### config.mk
export PLATFORM = sky130hd
export DESIGN_NAME = fan_drive_seq
export DESIGN_NICKNAME = d
export VERILOG_FILES = /design/src/rtl/fan_drive_seq.sv
export SDC_FILE = /design/constraint.sdc
export NUM_CORES = 1
export LEC_CHECK = 0
export ABC_CLOCK_PERIOD_IN_PS = 2060
export BUFFER_PORTS_ARGS = -buffer_cell sky130_fd_sc_hd__clkbuf_2
export CAP_MARGIN = 10
export CORE_UTILIZATION = 50
export CTS_BUF_LIST = sky130_fd_sc_hd__clkbuf_4 sky130_fd_sc_hd__clkbuf_8
export DETAILED_ROUTE_END_ITERATION = 12
export HOLD_SLACK_MARGIN = 0.03
export MAX_ROUTING_LAYER = met4
export PLACE_DENSITY = 0.87
export SLEW_MARGIN = 20
export SYNTH_ARGS = -nofsm -noshare
export SYNTH_HDL_FRONTEND = slang
export SYNTH_SLANG_ARGS = --single-unit
### constraint.sdc
create_clock -name clk -period 2.06 [get_ports clk]
set_input_delay 0.103 -clock clk [delete_from_list [all_inputs] [get_ports clk]]
set_output_delay 0.103 -clock clk [all_outputs]
set_load 0.005 [all_outputs]
### src/rtl/fan_drive_seq.sv
module fan_drive_seq #(
  parameter int DW = 8,
  parameter int TW = 8
) (
  input  logic          clk,
  input  logic          rst_n,
  input  logic [DW-1:0] req_lvl,
  input  logic [DW-1:0] start_lvl,
  input  logic [DW-1:0] min_lvl,
  input  logic [DW-1:0] max_lvl,
  input  logic [TW-1:0] boost_ticks,
  input  logic          tick,
  output logic [DW-1:0] drive,
  output logic          fan_on
);

  typedef enum logic [1:0] {S_OFF, S_BOOST, S_RUN} st_t;

  st_t st;
  logic [TW-1:0] cnt;
  logic active;
  logic [DW-1:0] boost_val, lo_bound, run_val;

  assign active    = (req_lvl != '0) && (req_lvl >= min_lvl);
  assign boost_val = (start_lvl > max_lvl) ? max_lvl : start_lvl;
  assign lo_bound  = (req_lvl < min_lvl) ? min_lvl : req_lvl;
  assign run_val   = (lo_bound > max_lvl) ? max_lvl : lo_bound;

  always_ff @(posedge clk or negedge rst_n) begin
    if (!rst_n) begin
      st     <= S_OFF;
      cnt    <= '0;
      drive  <= '0;
      fan_on <= 1'b0;
    end else if (!active) begin
      st     <= S_OFF;
      cnt    <= '0;
      drive  <= '0;
      fan_on <= 1'b0;
    end else begin
      fan_on <= 1'b1;
      case (st)
        S_OFF: begin
          st    <= S_BOOST;
          cnt   <= '0;
          drive <= boost_val;
        end
        S_BOOST: begin
          if (cnt >= boost_ticks) begin
            st    <= S_RUN;
            drive <= run_val;
          end else begin
            drive <= boost_val;
            if (tick) cnt <= cnt + 1'b1;
          end
        end
        default: drive <= run_val;
      endcase
    end
  end

  assert_off_zero_R2: assert property (@(posedge clk) disable iff (!rst_n)
    !fan_on |-> drive == '0);

  assert_drop_R2: assert property (@(posedge clk) disable iff (!rst_n)
    !(($past(req_lvl) != '0) && ($past(req_lvl) >= $past(min_lvl))) |-> !fan_on);

  assert_cap_R5: assert property (@(posedge clk) disable iff (!rst_n)
    fan_on |-> drive <= $past(max_lvl));

  assert_boost_entry_R3: assert property (@(posedge clk) disable iff (!rst_n)
    $rose(fan_on) |-> drive == (($past(start_lvl) > $past(max_lvl)) ? $past(max_lvl) : $past(start_lvl)));

  assert_no_reenter_R4: assert property (@(posedge clk) disable iff (!rst_n)
    (st == S_RUN && fan_on) |=> (fan_on -> st == S_RUN));

endmodule

==> impl_metrics.ini, run 1 <==
[status]
outcome = finished, violations left
violations = negative setup slack

[finish]
fin_nets = 393
n_antenna_cell = 0
layout-drive-gt1-share_pct = 47.8
fill_cells = 196
area_growth_pct = 52.7

[power_and_ir_drop]
max-vdd-ir-drop_v = 0.000402
powerDensity_nw_per_um2 = 444
seqPwrFrac_pct = 31.0
power_frac_clock_pct = 20.1
p_comb_share_pct = 48.9
p_int_mw = 0.885
power_mw = 1.35
switching_share_pct = 34.7
power_switching_mw = 0.469
leakagePower_nw = 1.54

[hold_path]
hold_depth = 3
min_to = drive[6]$_DFF_PN0_
hold_start = start_lvl[6]
hp-class = input pin to flop

[yosys]
ys.flop_type = dfrtp_1
synth.most_common_cell = ha_1
synth_warnings = 0
postSynthAreaPerCell_sq_um = 9.33
syn-num-nets = 290
ys_types = 45
ys_seq_area_share_pct = 23.8
async_reset_ff_share_pct = 100
synth.largest_area_cell = dfrtp_1
synthCells = 214
netlist.area_leader.share_pct = 23.8
synthTopCellsByCount = ha_1 (33), inv_1 (27), dfrtp_1 (19), mux2i_1 (17), nand2_1 (11)
synth_edf_count = 0
syn_area_sq_um = 2000
ys_seq_elements = 19
ys_top_cells_by_area = dfrtp_1 (24%), ha_1 (21%), mux2i_1 (8.5%)

[detailed_routing]
totalWireLength_um = 7080
viasPerCell = 6.32
drtIter0Drc = 163
num_vias = 2301
routedWlPerCell_um = 19.4
wl_met3_um = 534
route.detailed.drc = 0
drtAntennaViolNets = 0
drt-met1-wl_um = 2920
top_layer_used = met4
drtPass1Iterations = 5
wl_met2_um = 3400

[setup_path]
crit_chain = clkbuf_16 -> inv_12 -> ha_4 -> a211o_1 -> a21oi_4 -> o21ai_4 -> buf_12 -> mux2_4 -> ha_4 -> nor2b_1 -> o211ai_1 -> a21oi_2 -> o31ai_4 -> buf_6 -> mux2i_2 -> o22ai_1
cpMaxStageDelayCell = mux2_4
path_class = input pin to flop
required_ns = 2.18
cp_top_family = compound AO/OA/AOI/OAI gates
cp_max_fo = 8
max_stage_delay_ns = 0.33
start_kind = input pin
r2r_cells = 8
reg2reg_setup_slack_ns = -0.15
cpMostUsedCell = ha_4
r2r_end = cnt[5]$_DFFE_PN0P_
setup.worst_path.end_class = flop
path_buf_inv = 4
cp.arrival_ns = 3.05
timing.rr.start = cnt[0]$_DFFE_PN0P_

[clocking]
clock_latency_ns = 0.26
cts.htree.levels = 1
cts_buffers = 3
clk_pin_slew_worst_paths_ns = 0.07
clockBufferDepth = 2
tritoncts = yes
cts-root-buf = clkbuf_8
clock-sinks = 19

[floorplanning]
die_w_um = 65.2
ios = 52
core_sq_um = 3740
die_h_um = 65.2
dieArea_sq_um = 4250
initial_core_util_pct = 53.3
rows = 22

[timing]
hold_violations = 0
drv_slew = 0
period_needed_ns = 2.93
fmax_ghz = 0.341
holdWs_ns = 0.154
fin_skew_ns = 0.00479
setup_viol = 16
post-route-period-util_pct = 142
max-slew-margin-rel_pct = 65.6
worst_slack_ns = -0.869
tightest_slew_ns = 0.516
rsz0062_at_grt = yes

[place]
dpl.hpwl_um = 4790
place_congestion = 0.853
portBuffers = 51
dp_slack_ns = -1.08

[grt]
grt.total_usage_pct = 34.9
overflow = 0
antenna_found_initial = 0
grt_max_degree = 20
first_global_vias = 2277
grt_pass1_wl_um = 10900

[flow_run]
maxCapViolations = 0
[worst max-delay path by stage]
stage                    start                  to  slack (ns)  cells past startpoint
floorplan           min_lvl[5]  drive[1]$_DFF_PN0_       -0.69                     13
global placement    min_lvl[5]  drive[5]$_DFF_PN0_       -0.94                     15
detailed placement  min_lvl[5]  drive[0]$_DFF_PN0_       -1.08                     15
CTS                 min_lvl[5]  drive[1]$_DFF_PN0_       -0.71                     15
global route        min_lvl[5]  drive[3]$_DFF_PN0_       -0.91                     16
finish              min_lvl[5]  drive[1]$_DFF_PN0_       -0.87                     16
[cells by family after synthesis]
kind of cell | Yosys count | share of synthesized area [%]
and+or+nand+nor | 58 | 17.5
muxes | 24 | 12.5
buffers and inverters | 31 | 6.27
DFF | 19 | 23.8
AOI/OAI and AO/OA | 49 | 19.2
adders and majority gates | 33 | 20.7
[metal layers]
metal | track usage (%) | vias up
li1 | - | 1015
met1 | 43.9 | 1105
met2 | 56.1 | 143
met3 | 6.25 | 38
met4 | 12.8 | 0
met5 | - | -
[cells in the final DEF, fill, tap and decap left out, types with 3 or more instances in the layout]
cell	instances
mux2_2	5
mux2i_1	14
nor2_1	9
dfrtp_1	18
o21a_1	3
a21oi_1	5
a31oi_1	6
nand2_1	10
inv_1	23
nor2b_1	5
clkbuf_8	3
a21o_1	3
buf_6	5
and2_1	3
ha_1	24
ha_4	7
inv_2	3
buf_4	43
o211ai_1	6
clkbuf_2	50
nand4_1	8
o22ai_1	6
nand3_1	4
[per-stage QoR]
step,setup TNS (ns),cell area [sq um],utilization (%),instances
global route,-8.44,3050,81.5,364
global placement,-7.68,2730,72.9,351
CTS,-6.10,2930,78.1,360
detailed placement,-8.76,2730,72.9,351
floorplan,-5.52,2120,-,214
finish,-7.29,3050,81.5,364
[sequential cells by signal (all words and copies together), names as in the netlist]
signal and flops:
st 2, cnt 8, drive 8, fan_on 1
[worst register-to-register path: stages (launching register included)]
cell,delay [ns]
dfrtp_1,0.36
inv_1,0.05
ha_1,0.27
nand2b_4,0.15
a2111oi_4,0.30
or3_4,0.22
nand3_4,0.09
or4b_4,0.52
a31oi_4,0.17
[timing repair]
item,CTS,global route
gates resized for setup,19,15
endpoints found under the hold margin,19,0
endpoints found under the setup margin,15,17
gates cloned,1,0
buffers inserted,4,4
pin swaps,13,8
hold buffers,1,0
[cell type report]
cell class | instances | area [sq um] | share of cell area [%]
Sequential cell | 19 | 477 | 15.6
Multi-Input combinational cell | 165 | 1670 | 54.6
Inverter | 27 | 114 | 3.73
Timing Repair Buffer | 101 | 684 | 22.4
Clock buffer | 4 | 48.8 | 1.60
Tap cell | 48 | 60.1 | 1.97
[power groups by stage]
stage | Combinational [mW] | Clock [mW] | Sequential, mW
global placement | 0.516 | 0 | 0.421
global route | 0.703 | 0.291 | 0.421
finish | 0.662 | 0.273 | 0.420
CTS | 0.582 | 0.266 | 0.417
floorplan | 0.312 | 0 | 0.414
detailed placement | 0.548 | 0 | 0.421
Note: power is estimated with default switching activity, not from simulation.
==> inputs of run 2 (changes only) <==
==> constraint.sdc (replaced) <==
create_clock -name clk -period 2.06 [get_ports clk]
set_input_delay 0.206 -clock clk [delete_from_list [all_inputs] [get_ports clk]]
set_output_delay 0.206 -clock clk [all_outputs]
set_load 0.005 [all_outputs]
==> run 2 against run 1 <==
The flow still finishes with violations (negative setup slack). Clock skew down 0.0023 ns. Sequential power about the same. Highest routed layer unchanged. Critical endpoint is now drive[6]$_DFF_PN0_. Worst hold slack better by 0.12 ns. Die area unchanged. Setup slack worse by 0.069 ns. Non-clock buffer count up 9. Utilization up 1.5 points. Cell area up 1.9%. Via count up 1.4%.
==> impl_metrics.ini, run 2 (synthesis results as in run 1) <==
[hold_path]
hp-class = input pin to flop

[timing]
max-slew-margin-rel_pct = 66.8
fin_skew_ns = 0.00244
setup_viol = 15
tightest_slew_ns = 0.497
fin_tns_setup_ns = -8.47
period_needed_ns = 3.00
holdWs_ns = 0.272
hold_violations = 0
worst_slack_ns = -0.938
rsz0062_at_grt = yes
post-route-period-util_pct = 146
fmax_ghz = 0.334
drv_slew = 0

[setup_path]
cpMaxStageDelayCell = mux2_4
cp_max_fo = 8
path_class = input pin to flop
setup.worst_path.end_class = flop
crit_chain = clkbuf_2 -> ha_4 -> a21o_1 -> a211oi_2 -> o21ai_4 -> buf_12 -> mux2_4 -> ha_4 -> a21o_1 -> a21oi_2 -> nor2b_2 -> o31ai_4 -> buf_6 -> mux2i_1 -> o22ai_1
reg2reg_setup_slack_ns = -0.29
required_ns = 2.17
timing.rr.start = cnt[0]$_DFFE_PN0P_
endpoint = drive[6]$_DFF_PN0_
r2r_end = cnt[3]$_DFFE_PN0P_
start_kind = input pin
max_stage_delay_ns = 0.32
r2r_cells = 9
cp.arrival_ns = 3.11
startpoint = req_lvl[2]

[finish]
layout-drive-gt1-share_pct = 48.1
fin_nets = 401
largestRegisters = cnt: 8 flops, drive: 8 flops, st: 2 flops
layout_common_cells = buf_4 (51), clkbuf_2 (46), inv_1 (23), ha_1 (23), dfrtp_1 (19)
n_antenna_cell = 0
finalInstanceArea_sq_um = 3110
area_growth_pct = 55.6
final_common_cell = buf_4

[detailed_routing]
num_vias = 2333
drtPass1Iterations = 5
drtIter0Drc = 268
route.detailed.drc = 0
drtAntennaViolNets = 0
viasPerCell = 6.27
routedWlPerCell_um = 19.9
totalWireLength_um = 7420

[power_and_ir_drop]
power_mw = 1.38
powerDensity_nw_per_um2 = 444
max-vdd-ir-drop_v = 0.000373
leakagePower_nw = 1.59

[grt]
grt_pass1_wl_um = 10600
first_global_vias = 2262
grt_max_degree = 20
antenna_found_initial = 0
overflow = 0
grt.total_usage_pct = 34.0

[clocking]
cts-root-buf = clkbuf_8
cts.htree.levels = 1
clock_latency_ns = 0.26
clk_pin_slew_worst_paths_ns = 0.07
clockBufferDepth = 2
cts_buffers = 3
tritoncts = yes
clock-sinks = 19

[floorplanning]
ios = 52
dieArea_sq_um = 4250
die_w_um = 65.2
initial_core_util_pct = 53.3
die_h_um = 65.2
core_sq_um = 3740
rows = 22

[status]
violations = negative setup slack
outcome = finished, violations left

[place]
place_congestion = 0.865
place_area_sq_um = 2760
dpl.hpwl_um = 4450
portBuffers = 51

[flow_run]
maxCapViolations = 0
run 2: changes by cell type in the layout (fill, tap and decap cells not counted), sizes merged:
| cell | previous run | this run |
|---|---|---|
| clkbuf | 55 | 52 |
| nand3 | 6 | 5 |
| buf | 49 | 61 |
run 2: worst max-delay path, delay by kind of cell:
family,cells,cell delay (ns)
AO/OA/AOI/OAI,7,1.36
multiplexers,2,0.55
adder cells (fa/ha/maj),2,0.47
buffers and inverters,3,0.42
AND/OR/NAND/NOR,1,0.07
run 2: worst min path at each step:
stage | from | to | slack (ns) | cells after the start
after floorplan | rst_n | cnt[0]$_DFFE_PN0P_ | -0.09 | 0
after global placement | rst_n | cnt[0]$_DFFE_PN0P_ | 0.17 | 1
after detailed placement | rst_n | cnt[2]$_DFFE_PN0P_ | 0.18 | 1
after CTS | start_lvl[4] | drive[4]$_DFF_PN0_ | 0.27 | 3
after global routing | start_lvl[4] | drive[4]$_DFF_PN0_ | 0.30 | 3
final | start_lvl[4] | drive[4]$_DFF_PN0_ | 0.27 | 3
run 2: layer usage:
metal  part of all wire (%)  global-route usage [%]  wire (um)  vias up
met5                      0                       -          0        -
met4                    4.2                    12.2        312        0
met3                    9.0                    8.33        670       40
met2                     47                    53.4       3450      180
met1                     40                    42.5       2980     1081
li1                       -                       -          -     1032
run 2: metrics by stage:
stage / worst slack, ns / util (%) / instances
after floorplan: -0.792 / - / 214
after CTS: -0.800 / 80.1 / 370
after detailed placement: -1.17 / 73.7 / 355
final: -0.938 / 83.0 / 372
after global routing: -0.976 / 83.0 / 372
after global placement: -1.04 / 73.7 / 355
run 2: final cells by class:
class                   instances  area [sq um]
flip-flops and latches         19           475
inverters                      27           114
clock buffers                   4          48.8
well taps                      48          60.1
fillers                       184           637
repair buffers                110           787
multi-input cells             164          1620
run 2: where the power goes:
| part | switching [mW] | internal [mW] |
|---|---|---|
| Combinational | 0.329 | 0.361 |
| Sequential | 0.0215 | 0.397 |
| Clock | 0.121 | 0.151 |
run 2: repair_timing:
item / 4_1_cts / 5_1_grt
hold buffers: 1 / 0
resized for setup: 17 / 19
setup endpoints to repair: 14 / 16
hold endpoints to repair: 19 / 0
pin swaps: 13 / 6
setup buffers: 11 / 2
==> inputs of run 3 (changes only) <==
--- a/config.mk
+++ b/config.mk
@@ -14,6 +14,7 @@
 export HOLD_SLACK_MARGIN = 0.03
 export MAX_ROUTING_LAYER = met4
 export PLACE_DENSITY = 0.87
+export SETUP_SLACK_MARGIN = 0.15
 export SLEW_MARGIN = 20
 export SYNTH_ARGS = -nofsm -noshare
 export SYNTH_HDL_FRONTEND = slang
==> run 3 against run 2 <==
The flow still finishes with violations (negative setup slack). Sequential power is essentially flat. Die area is the same. Final cell count grew 0.81%. Highest routed layer unchanged.
==> impl_metrics.ini, run 3 (synthesis results as in run 1) <==
[status]
outcome = finished, violations left
violations = negative setup slack

[clocking]
cts_buffers = 3
clockBufferDepth = 2
tritoncts = yes
clock-sinks = 19
clk_pin_slew_worst_paths_ns = 0.08
clock_latency_ns = 0.28
cts-root-buf = clkbuf_8
cts.htree.levels = 1

[floorplanning]
initial_core_util_pct = 53.3
die_w_um = 65.2
dieArea_sq_um = 4250
die_h_um = 65.2
ios = 52
rows = 22
core_sq_um = 3740

[power_and_ir_drop]
p_int_mw = 0.906
power_switching_mw = 0.515
power_frac_clock_pct = 19.4
switching_share_pct = 36.2
p_comb_share_pct = 51.4
leakagePower_nw = 1.63
seqPwrFrac_pct = 29.3
max-vdd-ir-drop_v = 0.000457
powerDensity_nw_per_um2 = 444
power_mw = 1.42

[detailed_routing]
routedWlPerCell_um = 21.8
num_vias = 2408
viasPerCell = 6.42
route.detailed.drc = 0
drtAntennaViolNets = 0
totalWireLength_um = 8170
drtIter0Drc = 286
drtPass1Iterations = 5

[hold_path]
hold_start = max_lvl[6]
hp-class = input pin to flop
min_to = drive[6]$_DFF_PN0_
hold_depth = 3

[timing]
holdWs_ns = 0.257
period_needed_ns = 3.06
setup_viol = 16
fmax_ghz = 0.327
fin_skew_ns = 0.0160
hold_violations = 0
fin_tns_setup_ns = -9.19
rsz0062_at_grt = yes
tightest_slew_ns = 0.548
max-slew-margin-rel_pct = 63.5
worst_slack_ns = -0.998
post-route-period-util_pct = 148
drv_slew = 0

[setup_path]
reg2reg_setup_slack_ns = -0.40
r2r_end = drive[3]$_DFF_PN0_
timing.rr.start = cnt[0]$_DFFE_PN0P_
setup.worst_path.end_class = flop
max_stage_delay_ns = 0.34
crit_chain = buf_4 -> ha_4 -> a211o_1 -> a21oi_4 -> o21ai_4 -> mux2_4 -> ha_4 -> nor2b_4 -> o211ai_1 -> a21oi_2 -> o31ai_4 -> buf_6 -> mux2i_1 -> o22ai_1
cp.arrival_ns = 3.18
path_class = input pin to flop
cpMaxStageDelayCell = mux2_4
cpMostUsedCell = ha_4
r2r_cells = 9
cp_max_fo = 6
start_kind = input pin
required_ns = 2.19

[finish]
layout-drive-gt1-share_pct = 51.1
fin_nets = 404
final_common_cell = buf_4
finalInstanceArea_sq_um = 3200
layout_common_cells = buf_4 (54), clkbuf_2 (43), inv_1 (22), ha_1 (22), dfrtp_1 (19)
area_growth_pct = 60.2
finalNonFillerCells = 375
n_antenna_cell = 0
largestRegisters = cnt: 8 flops, drive: 8 flops, st: 2 flops

[grt]
grt_pass1_wl_um = 10900
overflow = 0
grt_max_degree = 20
first_global_vias = 2293
grt.total_usage_pct = 35.1
antenna_found_initial = 0

[place]
dpl.hpwl_um = 4560
dp.cells = 356
place_area_sq_um = 2770
portBuffers = 51
place_congestion = 0.890

[flow_run]
maxCapViolations = 0
[run 3: cell types whose count changed in the layout (fill, tap and decap cells not counted), moves of 2 or more]
cell	previous run	this run
inv_4	0	2
buf_4	51	54
clkbuf_2	46	43
buf_6	8	11
or4_4	1	3
or4_1	2	0
[run 3: repair_timing]
action | 4_1_cts | 5_1_grt
setup buffers | 9 | 5
hold buffers | 1 | 0
pin swaps | 18 | 11
endpoints found under the hold margin | 19 | 0
gates resized for setup | 21 | 41
setup endpoints to repair | 16 | 17
[run 3: how the worst max path moves through the flow]
stage / startpoint / end / slack, ns / depth (start not counted)
after floorplan: min_lvl[5] / drive[1]$_DFF_PN0_ / -0.79 / 13
after global placement: min_lvl[5] / drive[0]$_DFF_PN0_ / -1.05 / 15
after detailed placement: min_lvl[5] / drive[7]$_DFF_PN0_ / -1.15 / 15
after CTS: min_lvl[2] / drive[7]$_DFF_PN0_ / -0.84 / 16
after global routing: req_lvl[0] / drive[2]$_DFF_PN0_ / -1.18 / 16
final: req_lvl[5] / drive[7]$_DFF_PN0_ / -1.0 / 14
[run 3: critical path: cells and delay by family]
kind | cells | cell delay (ns)
and+or+nand+nor | 1 | 0.13
buffers and inverters | 2 | 0.30
AOI/OAI and AO/OA | 7 | 1.43
adders and majority gates | 2 | 0.49
muxes | 2 | 0.61
[run 3: final cells by class]
| cell class | instances | area [sq um] |
|---|---|---|
| inverter | 27 | 119 |
| multi-input combinational | 164 | 1670 |
| clock inverter | 1 | 5.00 |
| sequential | 19 | 475 |
| clock buffer | 3 | 41.3 |
| fill | 175 | 544 |
| timing repair buffer | 113 | 830 |
| tap | 48 | 60.1 |
[run 3: power by group through the flow]
stage | Sequential (mW) | Clock (mW) | Combinational, mW
detailed placement | 0.420 | 0 | 0.549
floorplan | 0.414 | 0 | 0.312
global route | 0.416 | 0.283 | 0.771
finish | 0.416 | 0.275 | 0.729
global placement | 0.421 | 0 | 0.523
CTS | 0.413 | 0.267 | 0.620
[run 3: stage by stage]
step	utilization (%)	setup slack, ns
3_3_place_gp	73.9	-1.05
5_1_grt	85.5	-1.18
4_1_cts	79.9	-0.839
3_5_place_dp	73.9	-1.15
2_1_floorplan	-	-0.792
6_report	85.5	-0.998
[run 3: per-layer routing]
layer	global-route usage (%)	share of wire (%)	routed length, um	vias to the layer above
met5	-	0	0	-
met4	18.5	7.1	582	0
met3	6.77	8.3	679	68
met2	57.1	46	3780	183
met1	41.0	38	3140	1119
li1	-	-	-	1038
